[src/rtl/stk_pkg.sv]
package stk_pkg;

  typedef enum logic [2:0] {
    OP_NOP   = 3'd0,
    OP_PUSH  = 3'd1,
    OP_PULL1 = 3'd2,
    OP_PULL2 = 3'd3,
    OP_PULL3 = 3'd4,
    OP_LOAD  = 3'd5,
    OP_READ  = 3'd6
  } stk_op_e;

  // number of memory accesses a command performs
  function automatic logic [1:0] op_accesses(input logic [2:0] op);
    case (op)
      OP_PUSH, OP_PULL1: op_accesses = 2'd1;
      OP_PULL2:          op_accesses = 2'd2;
      OP_PULL3:          op_accesses = 2'd3;
      default:           op_accesses = 2'd0;
    endcase
  endfunction

  function automatic logic op_is_write(input logic [2:0] op);
    op_is_write = (op == OP_PUSH);
  endfunction

endpackage

[src/rtl/stk_ctrl.sv]
module stk_ctrl
  import stk_pkg::*;
#(
  parameter int CNT_W = 2
) (
  input  logic             clk,
  input  logic             rst_n,
  input  logic             cmd_valid,
  input  logic [2:0]       cmd_op,
  output logic             accept,
  output logic             busy,
  output logic             step,
  output logic             step_wr,
  output logic             step_last,
  output logic [CNT_W-1:0] step_idx,
  output logic             done
);

  logic             run_q;
  logic [2:0]       op_q;
  logic [CNT_W-1:0] idx_q;
  logic [CNT_W-1:0] total_q;
  logic [CNT_W-1:0] acc_n;
  logic             instant;

  assign accept    = cmd_valid && !run_q;
  assign acc_n     = CNT_W'(op_accesses(cmd_op));
  assign instant   = (cmd_op == OP_LOAD) || (cmd_op == OP_READ);
  assign busy      = run_q;
  assign step      = run_q;
  assign step_wr   = run_q && op_is_write(op_q);
  assign step_last = run_q && (idx_q == total_q - CNT_W'(1));
  assign step_idx  = idx_q;

  always_ff @(posedge clk) begin
    if (!rst_n) begin
      run_q   <= 1'b0;
      op_q    <= OP_NOP;
      idx_q   <= '0;
      total_q <= '0;
      done    <= 1'b0;
    end else begin
      done <= 1'b0;
      if (accept) begin
        op_q  <= cmd_op;
        idx_q <= '0;
        if (acc_n != '0) begin
          run_q   <= 1'b1;
          total_q <= acc_n;
        end else if (instant) begin
          done <= 1'b1;
        end
      end else if (run_q) begin
        idx_q <= idx_q + CNT_W'(1);
        if (step_last) begin
          run_q <= 1'b0;
          done  <= 1'b1;
        end
      end
    end
  end

endmodule

[src/rtl/stk_ptr.sv]
module stk_ptr #(
  parameter int              PTR_W     = 8,
  parameter logic [PTR_W-1:0] RESET_VAL = '1
) (
  input  logic             clk,
  input  logic             rst_n,
  input  logic             load_en,
  input  logic [PTR_W-1:0] load_val,
  input  logic             dec_en,
  input  logic             inc_en,
  output logic [PTR_W-1:0] ptr,
  output logic [PTR_W-1:0] ptr_up
);

  // modulo-2^PTR_W step helpers
  function automatic logic [PTR_W-1:0] ptr_minus1(input logic [PTR_W-1:0] p);
    ptr_minus1 = p - PTR_W'(1);
  endfunction

  function automatic logic [PTR_W-1:0] ptr_plus1(input logic [PTR_W-1:0] p);
    ptr_plus1 = p + PTR_W'(1);
  endfunction

  assign ptr_up = ptr_plus1(ptr);

  always_ff @(posedge clk) begin
    if (!rst_n)       ptr <= RESET_VAL;
    else if (load_en) ptr <= load_val;
    else if (dec_en)  ptr <= ptr_minus1(ptr);
    else if (inc_en)  ptr <= ptr_up;
  end

endmodule

[src/rtl/stk_collect.sv]
module stk_collect #(
  parameter int DATA_W = 8,
  parameter int NBYTES = 3,
  parameter int IDX_W  = 2
) (
  input  logic                     clk,
  input  logic                     rst_n,
  input  logic                     clear,
  input  logic                     put_en,
  input  logic [IDX_W-1:0]         put_idx,
  input  logic [DATA_W-1:0]        put_byte,
  output logic [NBYTES*DATA_W-1:0] word
);

  for (genvar g = 0; g < NBYTES; g++) begin : g_slot
    always_ff @(posedge clk) begin
      if (!rst_n)
        word[g*DATA_W +: DATA_W] <= '0;
      else if (put_en && (put_idx == IDX_W'(g)))
        word[g*DATA_W +: DATA_W] <= put_byte;
      else if (clear)
        word[g*DATA_W +: DATA_W] <= '0;
    end
  end

endmodule

[src/rtl/stk_page_unit.sv]
module stk_page_unit
  import stk_pkg::*;
#(
  parameter int               DATA_W   = 8,
  parameter int               PTR_W    = 8,
  parameter int               PAGE_W   = 8,
  parameter logic [PAGE_W-1:0] PAGE    = 8'h01,
  parameter int               MAX_PULL = 3
) (
  input  logic                       clk,
  input  logic                       rst_n,
  input  logic                       cmd_valid,
  input  logic [2:0]                 cmd_op,
  input  logic [DATA_W-1:0]          cmd_data,
  output logic                       busy,
  output logic                       done,
  output logic [MAX_PULL*DATA_W-1:0] result,
  output logic [PTR_W-1:0]           sp_out,
  output logic                       mem_en,
  output logic                       mem_we,
  output logic [PAGE_W+PTR_W-1:0]    mem_addr,
  output logic [DATA_W-1:0]          mem_wdata,
  input  logic [DATA_W-1:0]          mem_rdata
);

  localparam int CNT_W = $clog2(MAX_PULL + 1);

  // named internal events
  logic             evt_accept;
  logic             evt_step;
  logic             evt_push;
  logic             evt_pull;
  logic             evt_last;
  logic             evt_load;
  logic             evt_read;
  logic [CNT_W-1:0] step_idx;
  logic [PTR_W-1:0] ptr, ptr_up;
  logic [DATA_W-1:0] data_q;

  function automatic logic [PAGE_W+PTR_W-1:0] page_addr(input logic [PTR_W-1:0] p);
    page_addr = {PAGE, p};
  endfunction

  stk_ctrl #(.CNT_W(CNT_W)) u_ctrl (
    .clk(clk), .rst_n(rst_n), .cmd_valid(cmd_valid), .cmd_op(cmd_op),
    .accept(evt_accept), .busy(busy), .step(evt_step), .step_wr(evt_push),
    .step_last(evt_last), .step_idx(step_idx), .done(done)
  );

  assign evt_pull = evt_step && !evt_push;
  assign evt_load = evt_accept && (cmd_op == OP_LOAD);
  assign evt_read = evt_accept && (cmd_op == OP_READ);

  stk_ptr #(.PTR_W(PTR_W), .RESET_VAL('1)) u_ptr (
    .clk(clk), .rst_n(rst_n), .load_en(evt_load), .load_val(PTR_W'(cmd_data)),
    .dec_en(evt_push), .inc_en(evt_pull), .ptr(ptr), .ptr_up(ptr_up)
  );

  always_ff @(posedge clk) begin
    if (!rst_n)          data_q <= '0;
    else if (evt_accept) data_q <= cmd_data;
  end

  logic              put_en;
  logic [CNT_W-1:0]  put_idx;
  logic [DATA_W-1:0] put_byte;

  assign put_en   = evt_pull || evt_read;
  assign put_idx  = evt_read ? '0 : step_idx;
  assign put_byte = evt_read ? DATA_W'(ptr) : mem_rdata;

  stk_collect #(.DATA_W(DATA_W), .NBYTES(MAX_PULL), .IDX_W(CNT_W)) u_collect (
    .clk(clk), .rst_n(rst_n), .clear(evt_accept), .put_en(put_en),
    .put_idx(put_idx), .put_byte(put_byte), .word(result)
  );

  assign sp_out    = ptr;
  assign mem_en    = evt_step;
  assign mem_we    = evt_push;
  assign mem_addr  = page_addr(evt_push ? ptr : ptr_up);
  assign mem_wdata = data_q;

endmodule

[config.mk]
export PLATFORM = sky130hd
export DESIGN_NAME = stk_page_unit
export DESIGN_NICKNAME = d
export VERILOG_FILES = /design/src/rtl/stk_pkg.sv /design/src/rtl/stk_ctrl.sv /design/src/rtl/stk_ptr.sv /design/src/rtl/stk_collect.sv /design/src/rtl/stk_page_unit.sv
export SDC_FILE = /design/constraint.sdc
export NUM_CORES = 1
export LEC_CHECK = 0
export ABC_AREA = 1
export BUFFER_PORTS_ARGS = -buffer_cell sky130_fd_sc_hd__buf_2
export CORE_ASPECT_RATIO = 1.25
export CORE_MARGIN = 2
export CORE_UTILIZATION = 37
export CTS_CLUSTER_SIZE = 40
export DETAILED_ROUTE_END_ITERATION = 16
export MAX_ROUTING_LAYER = met4
export PLACE_DENSITY = 0.68
export SYNTH_ARGS = -nofsm -noshare
export SYNTH_HDL_FRONTEND = slang
export SYNTH_SLANG_ARGS = --single-unit
export TNS_END_PERCENT = 5
[constraint.sdc]
create_clock -name clk -period 2.4 [get_ports clk]
set_input_delay 0 -clock clk [delete_from_list [all_inputs] [get_ports clk]]
set_output_delay 0 -clock clk [all_outputs]
set_load 0.01 [all_outputs]
* Yosys cells after proc, flatten, opt, wreduce, memory -nomap -nowiden *
Index checks and enable logic that the tools add are counted.

operators by class
  add/subtract/negate cells = 4
  equality and inequality tests = 11
  muxes and demuxes = 20
  bitwise gates (word level) = 1
  reductions and logical operators = 22

operators by type and width
  cell                                                   count
  2-to-1 mux 8 bit                                       9
  == test 3 bit, second input constant                   3
  logical AND 1 bit                                      9
  2-to-1 mux 1 bit                                       9
  adder 8 x 1 -> 8 bit, second input constant            1
  nonzero test 2 bit                                     4
  subtractor 8 x 1 -> 8 bit, second input constant       1
  == test 3 x 1 -> 1 bit, second input constant          2
  == test 3 x 2 -> 1 bit, second input constant          2
  case mux 2 bit (3 select lines)                        1
  OR reduction 2 bit                                     2
  nonzero test 3 bit                                     1
  adder 2 x 1 -> 2 bit, second input constant            1
  == test 2 x 1 -> 1 bit, second input constant          1
  == test 2 bit                                          1
  == test 2 bit, second input constant                   1
  zero test 1 bit                                        2
  zero test 2 bit                                        1
  logical OR 1 bit                                       2
  2-to-1 mux 2 bit                                       1
  inequality test 2 x 1 -> 1 bit, second input constant  1
  AND reduction 2 bit                                    1
  subtractor 2 x 1 -> 2 bit, second input constant       1
  NOT 1 bit                                              1

storage, ports and cells
  register bits = 49
  bits of input ports = 22
  output and inout bits = 60
  word-level logic and storage cells = 68

* Longest topological paths before layout *
Gate-level depths: netlist of the first run.

  depth in word-level cells = 7
  gate-level depth with buffers = 10
  gate-level depth less buffers = 10

* Modules after synthesis *
From an unflattened synthesis of the first run, not the netlist that was laid out.

unflattened totals
  cell total of the unflattened synthesis = 414
  area total of the unflattened synthesis = 2859.0 sq um

by module, submodules not included
  module         times used  cells each  area each (sq um)  sequential area each (sq um)
  stk_collect    1           113         993.5              480.5
  stk_ptr        1           121         716.9              160.2
  stk_page_unit  1           109         661.9              160.2
  stk_ctrl       1           71          486.7              180.2

* Worst setup path after synthesis of the first run *
Ideal clock, no wire load.

  path kind = register to register
  start point = reg u_ctrl.run_q (netlist: u_ctrl.busy)
  end point = reg u_ptr.ptr[0]
  library setup time = 0.128 ns
  arrival time = 1.307 ns
  required time = 2.272 ns
  setup slack = 0.965 ns
  cell stages (with the launch flop) = 7
  path buffers = 2
  period minus slack after synthesis = 1.435 ns
  cell sequence = dfxtp_1 buf_4 nand4_2 buf_2 ha_1 o21ai_0 o211ai_1

between the ends
  cells in the longest elaborated chain, start to end = 4
  elaborated cells on any way between the ends = 9
  those cells by class = mux: 2; reduce/logical: 7

ends and longest elaborated chain
  element                                                                  RTL line                                  RTL
  start, declared                                                          stk_ctrl.sv:19                            logic run_q;
  start signal, assigned                                                   stk_ctrl.sv:37                            run_q <= 1'b0;
  start signal, assigned                                                   stk_ctrl.sv:48                            run_q <= 1'b1;
  start signal, assigned                                                   stk_ctrl.sv:56                            run_q <= 1'b0;
  logical AND 1 bit or zero test 1 bit (tied branches)                     stk_ctrl.sv:31, stk_ctrl.sv:26
  zero test 1 bit or logical AND 1 bit (tied branches)                     stk_page_unit.sv:50, stk_ctrl.sv:26
  logical AND 1 bit (on tied branches)                                     stk_page_unit.sv:50, stk_page_unit.sv:51
  nonzero test 3 bit (no source line) or 2-to-1 mux 8 bit (tied branches)  --
  end signal, assigned                                                     stk_ptr.sv:28                             else if (load_en) ptr <= load_val;
  end signal, assigned                                                     stk_ptr.sv:29                             else if (dec_en) ptr <= ptr_minus1(ptr);
  end signal, assigned                                                     stk_ptr.sv:30                             else if (inc_en) ptr <= ptr_up;
  end, declared                                                            stk_ptr.sv:11                             output logic [PTR_W-1:0] ptr,

Parallel ways exist; a longest one is shown, timed or not.
A chain may end at the register's enable or synchronous reset.

* Final worst setup path of the first run *
  start point = reg u_ctrl.run_q (netlist: u_ctrl.busy)
  end point = out mem_addr[0]

between the ends
  cells in the longest elaborated chain, start to end = 2

ends and longest elaborated chain
  element            RTL line             RTL
  logical AND 1 bit  stk_ctrl.sv:31       assign step_wr = run_q && op_is_write(op_q);
  2-to-1 mux 8 bit   stk_page_unit.sv:80  assign mem_addr = page_addr(evt_push ? ptr : ptr_up);
  end, declared      stk_page_unit.sv:21  output logic [PAGE_W+PTR_W-1:0] mem_addr,

No other way between the ends.

==> impl_metrics.ini, run 1 <==
[setup_path]
critPathMaxFanout = 17
cp_data_required_time_ns = 2.40
critical_path.startpoint = u_ctrl.busy
rr_worst_depth = 5
crit_type = reg2out
cp.arrival_ns = 1.89
crit_path_end_kind = output port
reg2reg_slack_ns = 0.67
crit_path_start_kind = flip-flop
r2r-start = u_ctrl.busy

[cts]
cts_sinks = 49
clk_path_buf_depth = 2
clk_pin_slew_ns = 0.10
insertion_delay_ns = 0.31
cts_buffers = 5
cts_root_buffer = clkbuf_8
cts_tree = done
h-tree-depth = 2
cts_setup_buffers = 0

[final_layout]
multi_input_area_um2 = 1410
syn_to_final_growth_pct = 20.9
fill_cells = 746
ff_latch_area_um2 = 981
antennaDiodeCount = 0
nets = 484
final_area_um2 = 3180
layout-drive-gt1-share_pct = 23.5

[placed_design]
portBuffers = 73
gp_congestion = 0.890
placed_area_um2 = 3000
dp_hpwl_mm = 5.46

[drt]
drt-total-wl_mm = 6.96
wl_per_cell_um = 12.7
vias_per_cell = 4.87
initialDrtViolationCount = 137
num_vias = 2673
first_pass_iters = 4
drc = 0
antenna_left = 0

[die]
fp.dieW_um = 79.4
io_pins = 82
rows = 34
core_um2 = 6930
initial_core_util_pct = 37.9
dieHeight_um = 98.3
fp.dieArea_um2 = 7800

[hold_path]
min_path_cells = 3
hold_class = in2reg
worstHoldStart = cmd_data[7]

[global_routing]
grt_pass1_wl_mm = 11.7
grt_overflow = 0
antenna_found_initial = 0
globalRouteTotalUtil_pct = 19.0
grt_pass1_vias = 2578
grt_max_degree = 34

[timing]
setup_viol = 0
fin_crit_ns = 1.89
tightest_slew_ns = 0.997
fin_worst_skew_ns = 0.0128
max_slew_margin_pct = 33.5
fmaxAchievable_ghz = 0.529
tns_ns = 0
final.period_utilization_pct = 78.7
finalMaxSlewViolations = 0
final-hold-violation-count = 0
rsz0062_at_grt = false

[synth]
yosysMostFrequentCell = nand2_1
synth_area_leaders = dfxtp_1 (37%), nand2_1 (16%), a21oi_1 (7.6%)
synthArstFlopShare_pct = 0
synth_top_cell_by_area = dfxtp_1
synth-seq-area-share_pct = 37.3
yosys-top-cells-count = nand2_1 (113), dfxtp_1 (49), a21oi_1 (40), nor2_1 (31), o21ai_0 (28)
synth-edff-count = 0
syn_avg_cell_area_um2 = 6.83
synth_ff_type = dfxtp_1
ys_types = 29
yosys.area.top_type_share_pct = 37.3
synth_cells = 385
ys_warn_count = 0
syn_area_um2 = 2630
synth-seq-cells = 49

[job]
drv_cap = 0

[pwr]
p_leak_nw = 1.55
p_per_area_nw_per_um2 = 605
irDropWorstVdd_mv = 0.314

[run_status]
status = finished, final reports clean
[where the power goes]
group,switching [W],internal [W],leakage (nW),total (W)
sequential,0.0000546,0.000858,0.400,0.000912
combinational,0.000313,0.000183,1.10,0.000496
clock,0.000300,0.000218,0.0506,0.000518
[cells in the final DEF, fill, tap and decap left out, drive strengths merged]
| cell type | n |
|---|---|
| nand2 | 124 |
| buf | 74 |
| dfxtp | 49 |
| a21oi | 40 |
| nor2 | 36 |
| inv | 35 |
| o21ai | 28 |
| nand3 | 27 |
| nand4 | 12 |
| conb | 8 |
| dlygate4sd3 | 8 |
| clkbuf | 5 |
| o211ai | 4 |
| ha | 4 |
| o21a | 1 |
| o22ai | 1 |
| xnor2 | 1 |
| nor3 | 1 |
| clkinv | 1 |
[path summary, 6_finish.rpt]
kind / endpoint
max: mem_addr[0]
min: mem_wdata[7]
max reg2reg: u_ptr.ptr[0]
min reg2reg: u_collect.word[11]
[repair_timing]
item                                   CTS  global route
hold buffers                             8             0
resized for setup                        0             0
endpoints found under the hold margin   12             0
[metrics by stage]
| stage | util (%) | total power, W | instances | worst slack [ns] | hold slack [ns] |
|---|---|---|---|---|---|
| 6_report | 45.9 | 0.00193 | 549 | 0.511 | 0.00707 |
| 3_5_place_dp | 43.3 | 0.00142 | 533 | 0.679 | 0.257 |
| 3_3_place_gp | 43.3 | 0.00141 | 533 | 0.761 | 0.262 |
| 5_1_grt | 45.9 | 0.00205 | 549 | 0.361 | 0.0208 |
| 4_1_cts | 45.9 | 0.00194 | 549 | 0.505 | 0.00231 |
| 2_1_floorplan | - | 0.00126 | 391 | 0.965 | 0.139 |
[cells by family (layout without fill, tap and decap cells)]
group           after synthesis  after routing  share of synthesized area (%)
simple gates                200            200                           35.4
compound gates               74             74                           14.6
buf+inv                      55            123                           10.1
flops                        49             49                           37.3
fa+ha+maj                     4              4                           1.90
other cells                   2              8                          0.286
xor+xnor                      1              1                          0.333
[per-layer routing]
metal / vias to the layer above / wire length [um] / track usage [%]
li1: 1387 / - / -
met1: 1187 / 2990 / 23.0
met2: 83 / 3460 / 31.7
met3: 16 / 339 / 2.13
met4: 0 / 180 / 8.22
met5: - / 0 / -
[critical path, cell delays in order (launching register included)]
cell	delay, ns
dfxtp_1	0.58
nand4_2	0.41
ha_1	0.44
inv_1	0.04
buf_2	0.12
[cell type report]
class,count,area share [%]
inverters,33,4.13
clock buffers,5,2.16
repair buffers,82,14.2
flip-flops and latches,49,30.8
clock inverters,3,0.905
multi-input cells,287,44.2
well taps,90,3.54
[sequential cells by signal, indices dropped and copies added, names as in the netlist]
signal           count
mem_wdata            8
u_ctrl.done          1
u_ctrl.busy          1
u_ctrl.total_q       2
u_ptr.ptr            8
u_ctrl.op_q          3
u_collect.word      24
u_ctrl.step_idx      2
Power figures use the tool's default switching activity.
==> run 2, diff against run 1 <==
--- a/config.mk
+++ b/config.mk
@@ -13,7 +13,7 @@
 export CTS_CLUSTER_SIZE = 40
 export DETAILED_ROUTE_END_ITERATION = 16
 export MAX_ROUTING_LAYER = met4
-export PLACE_DENSITY = 0.68
+export PLACE_DENSITY = 0.7
 export SYNTH_ARGS = -nofsm -noshare
 export SYNTH_HDL_FRONTEND = slang
 export SYNTH_SLANG_ARGS = --single-unit
==> constraint.sdc (replaced) <==
create_clock -name clk -period 1.5 [get_ports clk]
set_input_delay 0 -clock clk [delete_from_list [all_inputs] [get_ports clk]]
set_output_delay 0 -clock clk [all_outputs]
set_load 0.01 [all_outputs]
==> run 2 against run 1 <==
Compared with the run above:
- the flow now finishes with violations (setup timing)
- design area increased by 9.4%
- sequential power up 60%
- non-clock buffer count increased by 20
- global-route usage rose by 1.0 points
- clock power grew 120%
- die area unchanged
- combinational power increased by 98%
- register-to-register slack got worse by 0.64 ns
- cell count grew 3.6%
- first-iteration DRC count up 25%
- worst hold slack worse by 0.0042 ns
- critical path depth increased by 3
- critical endpoint is now mem_addr[1]
- largest power group unchanged
==> impl_metrics.ini, run 2 (synthesized netlist as in run 1, its figures left out) <==
[setup_path]
crit_top_cell = inv_1
cp_slowest_stage_delay_ns = 0.40
cp_data_required_time_ns = 1.50
crit_path_start_kind = flip-flop
rr_worst_depth = 10
crit_type = reg2out
critPathMaxFanout = 5
path_cells = buf_4, inv_1, ha_4, inv_1, nand2_2, o21a_1, buf_2
crit_path_end_kind = output port
cp.arrival_ns = 1.56
cp_slowest_cell = dfxtp_4

[die]
core_um2 = 6930
initial_core_util_pct = 37.9
rows = 34
fp.dieW_um = 79.4
fp.dieArea_um2 = 7800
dieHeight_um = 98.3
io_pins = 82

[run_status]
violations = setup timing
status = complete, but fails checks

[final_layout]
nets = 504
largest_reg_flops = 24
regMostFlops = u_collect.word
layout-drive-gt1-share_pct = 31.7
antennaDiodeCount = 0
layout_common_cells = nand2_1 (110), buf_2 (72), dfxtp_1 (41)
syn_to_final_growth_pct = 32.3
layout_commonest_cell = nand2_1

[cts]
cts_tree = done
clk_pin_slew_ns = 0.09
insertion_delay_ns = 0.31
cts_sinks = 49
cts_root_buffer = clkbuf_8
cts_buffers = 5
clk_path_buf_depth = 2
h-tree-depth = 2

[pwr]
intPower_w = 0.00245
p_per_area_nw_per_um2 = 1030
switchingPower_w = 0.00114
p_comb_share_pct = 27.4
p_sw_share_pct = 31.7
clock_power_share_pct = 31.8
p_seq_share_pct = 40.8
irDropWorstVdd_mv = 0.478
p_leak_nw = 1.66
p_total_w = 0.00359

[timing]
fin_worst_skew_ns = 0.0116
setup_ws_ns = -0.0597
fin_crit_ns = 1.56
rsz0062_at_grt = true
final-hold-violation-count = 0
finalMaxSlewViolations = 0
setup_viol = 2
fmaxAchievable_ghz = 0.641
final.period_utilization_pct = 104

[drt]
drc = 0
num_vias = 2806
wl_per_cell_um = 13.2
antenna_left = 0
drt-total-wl_mm = 7.54
vias_per_cell = 4.93
initialDrtViolationCount = 171
first_pass_iters = 5

[global_routing]
globalRouteTotalUtil_pct = 20.0
antenna_found_initial = 0
grt_overflow = 0
grt_pass1_wl_mm = 12.0
grt_max_degree = 25
grt_pass1_vias = 2590

[placed_design]
portBuffers = 73
dp_slack_ns = 0.0690
dp_hpwl_mm = 5.50
gp_congestion = 0.916

[hold_path]
min_path_cells = 3
hold_class = in2reg

[job]
drv_cap = 0
run 2: per-layer routing:
metal  track usage (%)  share of wire (%)  up-vias
li1                  -                  -     1427
met4              9.55                2.9        0
met3              3.14                6.2       16
met1              24.4                 42     1261
met2              32.1                 49      102
met5                 -                  0        -
run 2: final cells by class:
cell class | instances | area [um2]
inverter | 33 | 131
clock inverter | 3 | 68.8
tap | 90 | 113
fill | 686 | 3460
sequential | 49 | 1000
clock buffer | 5 | 68.8
multi-input combinational | 287 | 1490
timing repair buffer | 102 | 609
run 2: worst max-delay path, delay by kind of cell, from the launching register on:
family	cells	cell delay (ns)
flops	1	0.40
buf+inv	4	0.37
fa+ha+maj	1	0.28
simple gates	1	0.07
compound gates	1	0.12
run 2: final timing paths:
path                           start                  to  slack, ns
setup / recovery        u_ptr.ptr[1]         mem_addr[1]      -0.06
hold / removal             cmd_op[0]      u_ctrl.op_q[0]      0.003
setup reg to reg        u_ptr.ptr[1]        u_ptr.ptr[6]       0.03
hold reg to reg   u_collect.word[13]  u_collect.word[13]       0.46
run 2: power by group through the flow:
stage	registers [W]	clock network [W]	logic, W
after floorplan	0.00148	0	0.000531
after global placement	0.00148	0	0.000813
after detailed placement	0.00148	0	0.000819
after CTS	0.00146	0.00116	0.000909
after global routing	0.00147	0.00122	0.00108
final	0.00146	0.00114	0.000983
run 2: through the flow:
step / instances / instance area [um2] / utilization, % / hold WS [ns] / TNS, ns
after detailed placement: 544 / 3090 / 44.5 / 0.264 / 0
after CTS: 566 / 3390 / 48.9 / 0.00463 / -0.0717
final: 569 / 3480 / 50.2 / 0.00283 / -0.0969
after floorplan: 391 / 2650 / - / 0.139 / 0
after global routing: 569 / 3480 / 50.2 / 0.0299 / -0.458
after global placement: 544 / 3090 / 44.5 / 0.256 / 0
run 2: what timing repair did:
item,4_1_cts,5_1_grt
resized for setup,17,22
setup endpoints to repair,9,19
endpoints found under the hold margin,12,0
pin swaps,2,6
hold buffers,8,0
setup buffers,6,3
